### config.mk
export PLATFORM = sky130hd
export DESIGN_NAME = dram_addr_seq
export DESIGN_NICKNAME = d
export VERILOG_FILES = /design/src/rtl/dram_pkg.sv /design/src/rtl/dram_ptr_step.sv /design/src/rtl/dram_sub_gate.sv /design/src/rtl/dram_addr_seq.sv
export SDC_FILE = /design/constraint.sdc
export NUM_CORES = 1
export LEC_CHECK = 0
export BUFFER_PORTS_ARGS = -buffer_cell sky130_fd_sc_hd__buf_4
export CAP_MARGIN = 40
export CELL_PAD_IN_SITES_DETAIL_PLACEMENT = 2
export CELL_PAD_IN_SITES_GLOBAL_PLACEMENT = 2
export CORE_ASPECT_RATIO = 0.8
export CORE_MARGIN = 2
export CORE_UTILIZATION = 30
export DETAILED_ROUTE_END_ITERATION = 16
export PLACE_DENSITY_LB_ADDON = 0.1
export SLEW_MARGIN = 20
export SYNTH_ARGS = -nofsm -noshare
export SYNTH_HDL_FRONTEND = slang
export SYNTH_SLANG_ARGS = --single-unit
### constraint.sdc
create_clock -name clk -period 2.35 [get_ports clk]
set_input_delay 0.47 -clock clk [delete_from_list [all_inputs] [get_ports clk]]
set_output_delay 0.47 -clock clk [all_outputs]
set_load 0.1 [all_outputs]
### src/rtl/dram_pkg.sv
package dram_pkg;
   typedef enum logic [1:0] {
      ACC_CHAR = 2'b00,
      ACC_HALF = 2'b01,
      ACC_FULL = 2'b10,
      ACC_RSVD = 2'b11
   } acc_mode_e;
endpackage

### src/rtl/dram_ptr_step.sv
// Next-pointer logic: computes where the following byte goes.
module dram_ptr_step
   import dram_pkg::*;
#(
   parameter int NUM_COLS     = 40,
   parameter int NUM_BANKS    = 4,
   parameter int CELL_W       = 8,
   parameter bit RSVD_AS_FULL = 1'b1,
   localparam int COL_W  = $clog2(NUM_COLS),
   localparam int BANK_W = $clog2(NUM_BANKS),
   localparam int CELL_B = $clog2(CELL_W)
) (
   input  acc_mode_e          mode_i,
   input  logic [COL_W-1:0]   col_i,
   input  logic [COL_W-1:0]   col_start_i,
   input  logic [BANK_W-1:0]  bank_i,
   input  logic [BANK_W-1:0]  bank_start_i,
   input  logic               half_i,
   output logic [COL_W-1:0]   col_o,
   output logic [BANK_W-1:0]  bank_o,
   output logic               half_o,
   output logic               wrap_o
);
   localparam logic [COL_W-1:0]  LAST_COL  = COL_W'(NUM_COLS - 1);
   localparam logic [COL_W-1:0]  CELL_MASK = COL_W'(CELL_W - 1);
   localparam logic [CELL_B-1:0] CELL_END  = CELL_B'(CELL_W - 1);

   acc_mode_e eff_mode;

   generate
      if (RSVD_AS_FULL) begin : g_rsvd_full
         assign eff_mode = (mode_i == ACC_RSVD) ? ACC_FULL : mode_i;
      end else begin : g_rsvd_char
         assign eff_mode = (mode_i == ACC_RSVD) ? ACC_CHAR : mode_i;
      end
   endgenerate

   logic              last_col;
   logic              cell_end;
   logic [BANK_W-1:0] bank_inc;
   logic [BANK_W-1:0] bank_dec;
   logic [BANK_W-1:0] bank_pair;

   assign last_col  = (col_i == LAST_COL);
   assign cell_end  = (col_i[CELL_B-1:0] == CELL_END);
   assign bank_inc  = bank_i + BANK_W'(1);
   assign bank_dec  = bank_i - BANK_W'(1);
   assign bank_pair = bank_i + BANK_W'(1);

   always_comb begin
      col_o  = col_i;
      bank_o = bank_i;
      half_o = half_i;
      wrap_o = 1'b0;
      unique case (eff_mode)
         ACC_FULL: begin
            if (last_col) begin
               col_o  = col_start_i;
               bank_o = bank_inc;
               wrap_o = (bank_inc == bank_start_i);
            end else begin
               col_o = col_i + COL_W'(1);
            end
         end
         ACC_CHAR: begin
            if (!cell_end) begin
               col_o = col_i + COL_W'(1);
            end else if (bank_inc != bank_start_i) begin
               col_o  = col_i & ~CELL_MASK;
               bank_o = bank_inc;
            end else begin
               bank_o = bank_inc;
               if (last_col) begin
                  col_o  = col_start_i;
                  wrap_o = 1'b1;
               end else begin
                  col_o = col_i + COL_W'(1);
               end
            end
         end
         ACC_HALF: begin
            if (!half_i) begin
               bank_o = bank_inc;
               half_o = 1'b1;
            end else begin
               half_o = 1'b0;
               if (last_col) begin
                  col_o  = col_start_i;
                  bank_o = bank_pair;
                  wrap_o = (bank_pair == bank_start_i);
               end else begin
                  col_o  = col_i + COL_W'(1);
                  bank_o = bank_dec;
               end
            end
         end
         default: begin
            col_o = col_i;
         end
      endcase
   end
endmodule

### src/rtl/dram_sub_gate.sv
// Cascade subaddress counter and local match.
module dram_sub_gate #(
   parameter int SUB_W  = 4,
   parameter int HW_SUB = 0
) (
   input  logic             clk,
   input  logic             rst_n,
   input  logic             load_i,
   input  logic [SUB_W-1:0] load_val_i,
   input  logic             step_i,
   output logic [SUB_W-1:0] sub_o,
   output logic             match_o
);
   localparam logic [SUB_W-1:0] LOCAL_SUB = SUB_W'(HW_SUB);

   always_ff @(posedge clk or negedge rst_n) begin
      if (!rst_n) begin
         sub_o <= '0;
      end else if (load_i) begin
         sub_o <= load_val_i;
      end else if (step_i) begin
         sub_o <= sub_o + SUB_W'(1);
      end
   end

   assign match_o = (sub_o == LOCAL_SUB);
endmodule

### src/rtl/dram_addr_seq.sv
module dram_addr_seq
   import dram_pkg::*;
#(
   parameter int NUM_COLS     = 40,
   parameter int NUM_BANKS    = 4,
   parameter int CELL_W       = 8,
   parameter int SUB_W        = 4,
   parameter int HW_SUB       = 0,
   parameter bit RSVD_AS_FULL = 1'b1,
   localparam int COL_W  = $clog2(NUM_COLS),
   localparam int BANK_W = $clog2(NUM_BANKS)
) (
   input  logic              clk,
   input  logic              rst_n,
   input  logic              mixed_mode,
   input  logic              cmd_dev_vld,
   input  logic [SUB_W-1:0]  cmd_dev_sub,
   input  logic              cmd_x_vld,
   input  logic [COL_W-1:0]  cmd_x,
   input  logic              cmd_acc_vld,
   input  logic [1:0]        cmd_acc_mode,
   input  logic [BANK_W-1:0] cmd_acc_bank,
   input  logic              byte_stb,
   input  logic              byte_rd,
   output logic [COL_W-1:0]  ram_col,
   output logic [BANK_W-1:0] ram_bank,
   output logic              ram_we,
   output logic              ram_re,
   output logic [SUB_W-1:0]  sub_cnt
);
   generate
      if (NUM_BANKS < 2 || (NUM_BANKS & (NUM_BANKS - 1)) != 0) begin : g_bad_banks
         $error("NUM_BANKS must be a power of two of at least 2");
      end
      if (CELL_W < 2 || (CELL_W & (CELL_W - 1)) != 0) begin : g_bad_cell
         $error("CELL_W must be a power of two of at least 2");
      end
      if (NUM_COLS % CELL_W != 0) begin : g_bad_cols
         $error("NUM_COLS must be a multiple of CELL_W");
      end
      if (HW_SUB < 0 || HW_SUB >= (1 << SUB_W)) begin : g_bad_sub
         $error("HW_SUB must fit in SUB_W bits");
      end
   endgenerate

   localparam logic [COL_W-1:0] LAST_COL = COL_W'(NUM_COLS - 1);

   logic [COL_W-1:0]  col_q, col_start_q, col_nxt;
   logic [BANK_W-1:0] bank_q, bank_start_q, bank_nxt;
   logic              half_q, half_nxt, wrap;
   acc_mode_e         mode_q;
   logic              any_cmd, advance, match;

   assign any_cmd = cmd_dev_vld | cmd_x_vld | cmd_acc_vld;
   assign advance = byte_stb & mixed_mode & ~any_cmd;

   dram_ptr_step #(
      .NUM_COLS    (NUM_COLS),
      .NUM_BANKS   (NUM_BANKS),
      .CELL_W      (CELL_W),
      .RSVD_AS_FULL(RSVD_AS_FULL)
   ) u_step (
      .mode_i      (mode_q),
      .col_i       (col_q),
      .col_start_i (col_start_q),
      .bank_i      (bank_q),
      .bank_start_i(bank_start_q),
      .half_i      (half_q),
      .col_o       (col_nxt),
      .bank_o      (bank_nxt),
      .half_o      (half_nxt),
      .wrap_o      (wrap)
   );

   dram_sub_gate #(
      .SUB_W (SUB_W),
      .HW_SUB(HW_SUB)
   ) u_sub (
      .clk       (clk),
      .rst_n     (rst_n),
      .load_i    (cmd_dev_vld),
      .load_val_i(cmd_dev_sub),
      .step_i    (advance & wrap),
      .sub_o     (sub_cnt),
      .match_o   (match)
   );

   always_ff @(posedge clk or negedge rst_n) begin
      if (!rst_n) begin
         col_q        <= '0;
         col_start_q  <= '0;
         bank_q       <= '0;
         bank_start_q <= '0;
         half_q       <= 1'b0;
         mode_q       <= ACC_CHAR;
      end else if (any_cmd) begin
         if (cmd_x_vld && cmd_x <= LAST_COL) begin
            col_q       <= cmd_x;
            col_start_q <= cmd_x;
            half_q      <= 1'b0;
         end
         if (cmd_acc_vld) begin
            mode_q       <= acc_mode_e'(cmd_acc_mode);
            bank_q       <= cmd_acc_bank;
            bank_start_q <= cmd_acc_bank;
            half_q       <= 1'b0;
         end
      end else if (advance) begin
         col_q  <= col_nxt;
         bank_q <= bank_nxt;
         half_q <= half_nxt;
      end
   end

   assign ram_col  = col_q;
   assign ram_bank = bank_q;
   assign ram_we   = advance & match & ~byte_rd;
   assign ram_re   = advance & match & byte_rd;
endmodule

==> impl_metrics.py <==
metrics = {
    "worst_setup_path": {
        "slowest_delay_ps": 570,
        "path_class": "input pin to output pin",
        "cp_data_arrival_time_ps": 1800,
        "startpoint_type": "input pin",
        "crit_fanout": 2,
        "required_ps": 1880,
        "cp_cell_sequence": "buf_4 > nor3_4 > nand3_1 > or4b_4 > nor2_4 > buf_6",
        "end_kind": "output pin",
        "cpMaxStageDelayCell": "or4b_4",
    },
    "clocking": {
        "clock_latency_ps": 270,
        "postCtsSetupBuffers": 0,
        "cts.sinks": 23,
        "root_buffer": "clkbuf_8",
        "ctsHtreeMaxLevel": 1,
        "numCtsBuffers": 3,
        "clk_pin_slew_ps": 90,
        "clock_path_buffers": 2,
        "cts_tree": "yes",
    },
    "timing": {
        "hold_viol_final": 0,
        "finClkSkew_ps": 5.63,
        "timing.fmax_mhz": 440,
        "setup_viol": 0,
        "setup_ws_ps": 77.5,
        "rsz0062_at_grt": "false",
        "min_period_over_period_pct": 96.7,
        "finalMaxSlewViolations": 0,
        "finalCriticalPeriod_ps": 2270,
        "worstMarginPinSlew_ps": 485,
        "finalSetupTns_ps": 0,
        "slew_headroom_pct": 66.7,
    },
    "detailed_routing": {
        "viasPerCell": 5.18,
        "antenna_left": 0,
        "routed_wl_um": 4110,
        "drt-initial-drc-count": 60,
        "drc": 0,
        "first_pass_iters": 4,
        "dr_total_vias": 1274,
        "wl_per_cell_um": 16.7,
    },
    "placed_design": {
        "place_inst": 242,
        "place_ws_ps": 3.16,
        "place_congestion": 0.786,
        "dpl.hpwl_um": 3310,
        "io_buffers": 35,
    },
    "yosys": {
        "ys_types": 39,
        "syn_inst": 145,
        "syn-cell-area_um2": 1340,
        "yosysSeqAreaShare_pct": 43.1,
        "yosys_register_bits": 23,
        "synth_edf_count": 0,
        "synth_nets": 171,
        "ys.warnings.count": 0,
        "async_flop_share_pct": 100,
        "ys.flop_type": "dfrtp_1",
        "syn_avg_cell_area_um2": 9.21,
    },
    "global_routing": {
        "antenna_found_initial": 0,
        "grt_overflow": 0,
        "grt_pass1_vias": 1400,
        "grt_max_degree": 24,
        "grt_pass1_wl_um": 7110,
        "grt_usage_pct": 18.3,
    },
    "floorplanning": {
        "die_area_um2": 5000,
        "start_util_pct": 31.6,
        "dieWidth_um": 78.6,
        "top_level_ports": 36,
        "rows": 21,
        "die_h_um": 63.7,
        "core_um2": 4230,
    },
    "finish": {
        "area_delta_synth_final_pct": 38.2,
        "fill_cells": 468,
        "fin_util_pct": 43.6,
        "multi_input_area_um2": 759,
        "diodes": 0,
        "seq_area_um2": 592,
        "drive_gt1_share_pct": 38.1,
        "final_cells": 246,
        "nets": 216,
    },
    "pwr": {
        "p_per_area_nw_per_um2": 713,
        "p_leak_uw": 0.000812,
        "peakVddDrop_mv": 0.279,
    },
    "outcome": {
        "status": "finished clean",
    },
    "job": {
        "drv_cap": 0,
    },
    "hold_path": {
        "hp-class": "input pin to asynchronous set/reset pin",
    },
}
cell type report:
| class | instances | share of cell area (%) |
|---|---|---|
| tap | 57 | 3.86 |
| clock inverter | 1 | 0.271 |
| sequential | 23 | 32.1 |
| inverter | 6 | 1.22 |
| multi-input combinational | 111 | 41.2 |
| timing repair buffer | 45 | 19.2 |
| clock buffer | 3 | 2.24 |
worst max-delay path: cells and delay by family:
| family | cells | cell delay [ps] |
|---|---|---|
| buffers and inverters | 2 | 340 |
| AND/OR/NAND/NOR | 4 | 980 |
flip-flops by register name, indices dropped and copies added, names as in the netlist:
register	flops
bank_start_q	2
col_start_q	6
half_q	1
mode_q	2
ram_bank	2
ram_col	6
u_sub.sub_o	4
report_power, final:
group	leakage (uW)	internal, uW	switching (uW)
sequential	0.000269	454	67.0
combinational	0.000518	170	372
clock	0.0000255	119	134
total	0.000812	743	573
kinds of logic (layout without fill, tap and decap cells):
kind of cell	after synthesis	after routing	share of synthesized area, %
compound gates	36	36	17.2
flops	23	23	43.1
buf+inv	11	55	3.37
xor+xnor	5	5	3.28
simple gates	55	55	20.4
fa+ha+maj	4	4	3.75
mux	11	11	8.81
cells in the mapped netlist, types with 3 or more instances:
cell type / n / area [um2]
inv_1: 6 / 22.5
nor2_1: 9 / 33.8
dfrtp_1: 23 / 576
ha_1: 4 / 50.1
or3_1: 4 / 25.0
nand2_1: 24 / 90.1
mux2_2: 4 / 45.0
buf_2: 3 / 15.0
o21ai_1: 14 / 70.1
xnor2_1: 3 / 26.3
nor3_1: 3 / 15.0
o21a_1: 3 / 22.5
nand3_1: 6 / 30.0
a31oi_1: 3 / 18.8
mux2i_1: 5 / 50.1
layer usage:
metal / vias up / track usage (%) / wire [um]
li1: 607 / - / -
met1: 635 / 23.5 / 1890
met2: 28 / 31.6 / 2040
met3: 4 / 3.72 / 151
met4: 0 / 3.95 / 29
met5: - / 0 / 0
stage by stage:
stage	total power, uW	hold WS, ps	instance area (um2)
2_1_floorplan	902	174	1400
3_3_place_gp	1050	389	1780
3_5_place_dp	1070	391	1780
4_1_cts	1340	88.7	1830
5_1_grt	1400	98.2	1850
6_report	1320	83.0	1850
what timing repair did:
item	CTS	global route
setup endpoints to repair	1	5
hold buffers	0	0
resized for setup	1	5
final timing paths:
kind	from	end	slack [ps]	cells after the start
setup / recovery	cmd_dev_vld	ram_we	80	6
hold / removal	rst_n	ram_col[1]$_DFFE_PN0P_	80	1
setup reg to reg	ram_col[1]$_DFFE_PN0P_	ram_col[4]$_DFFE_PN0P_	90	7
hold reg to reg	col_start_q[1]$_DFFE_PN0P_	col_start_q[1]$_DFFE_PN0P_	510	2
max in group asynchronous	rst_n	ram_col[4]$_DFFE_PN0P_	2000	1
min in group clk	cmd_dev_sub[1]	u_sub.sub_o[1]$_DFFE_PN0P_	420	3
placed cells by master, fill, tap and decap left out, types with 2 or more instances in the layout:
cell	count
mux2i_1	5
nand2_1	24
or3b_4	2
xor2_1	2
dfrtp_2	7
dfrtp_1	14
buf_4	43
nand2b_1	2
nor3_1	3
nand3_1	5
clkbuf_8	3
o21ai_0	2
nor2_1	7
o21ai_1	14
or3_1	4
mux2_1	2
o211ai_1	2
nor2_4	2
a22oi_1	2
xnor2_1	3
o21a_1	3
inv_1	6
a31oi_1	3
ha_1	3
dfrtp_4	2
mux2_2	4
No activity file was read; power rests on OpenSTA's default activity.
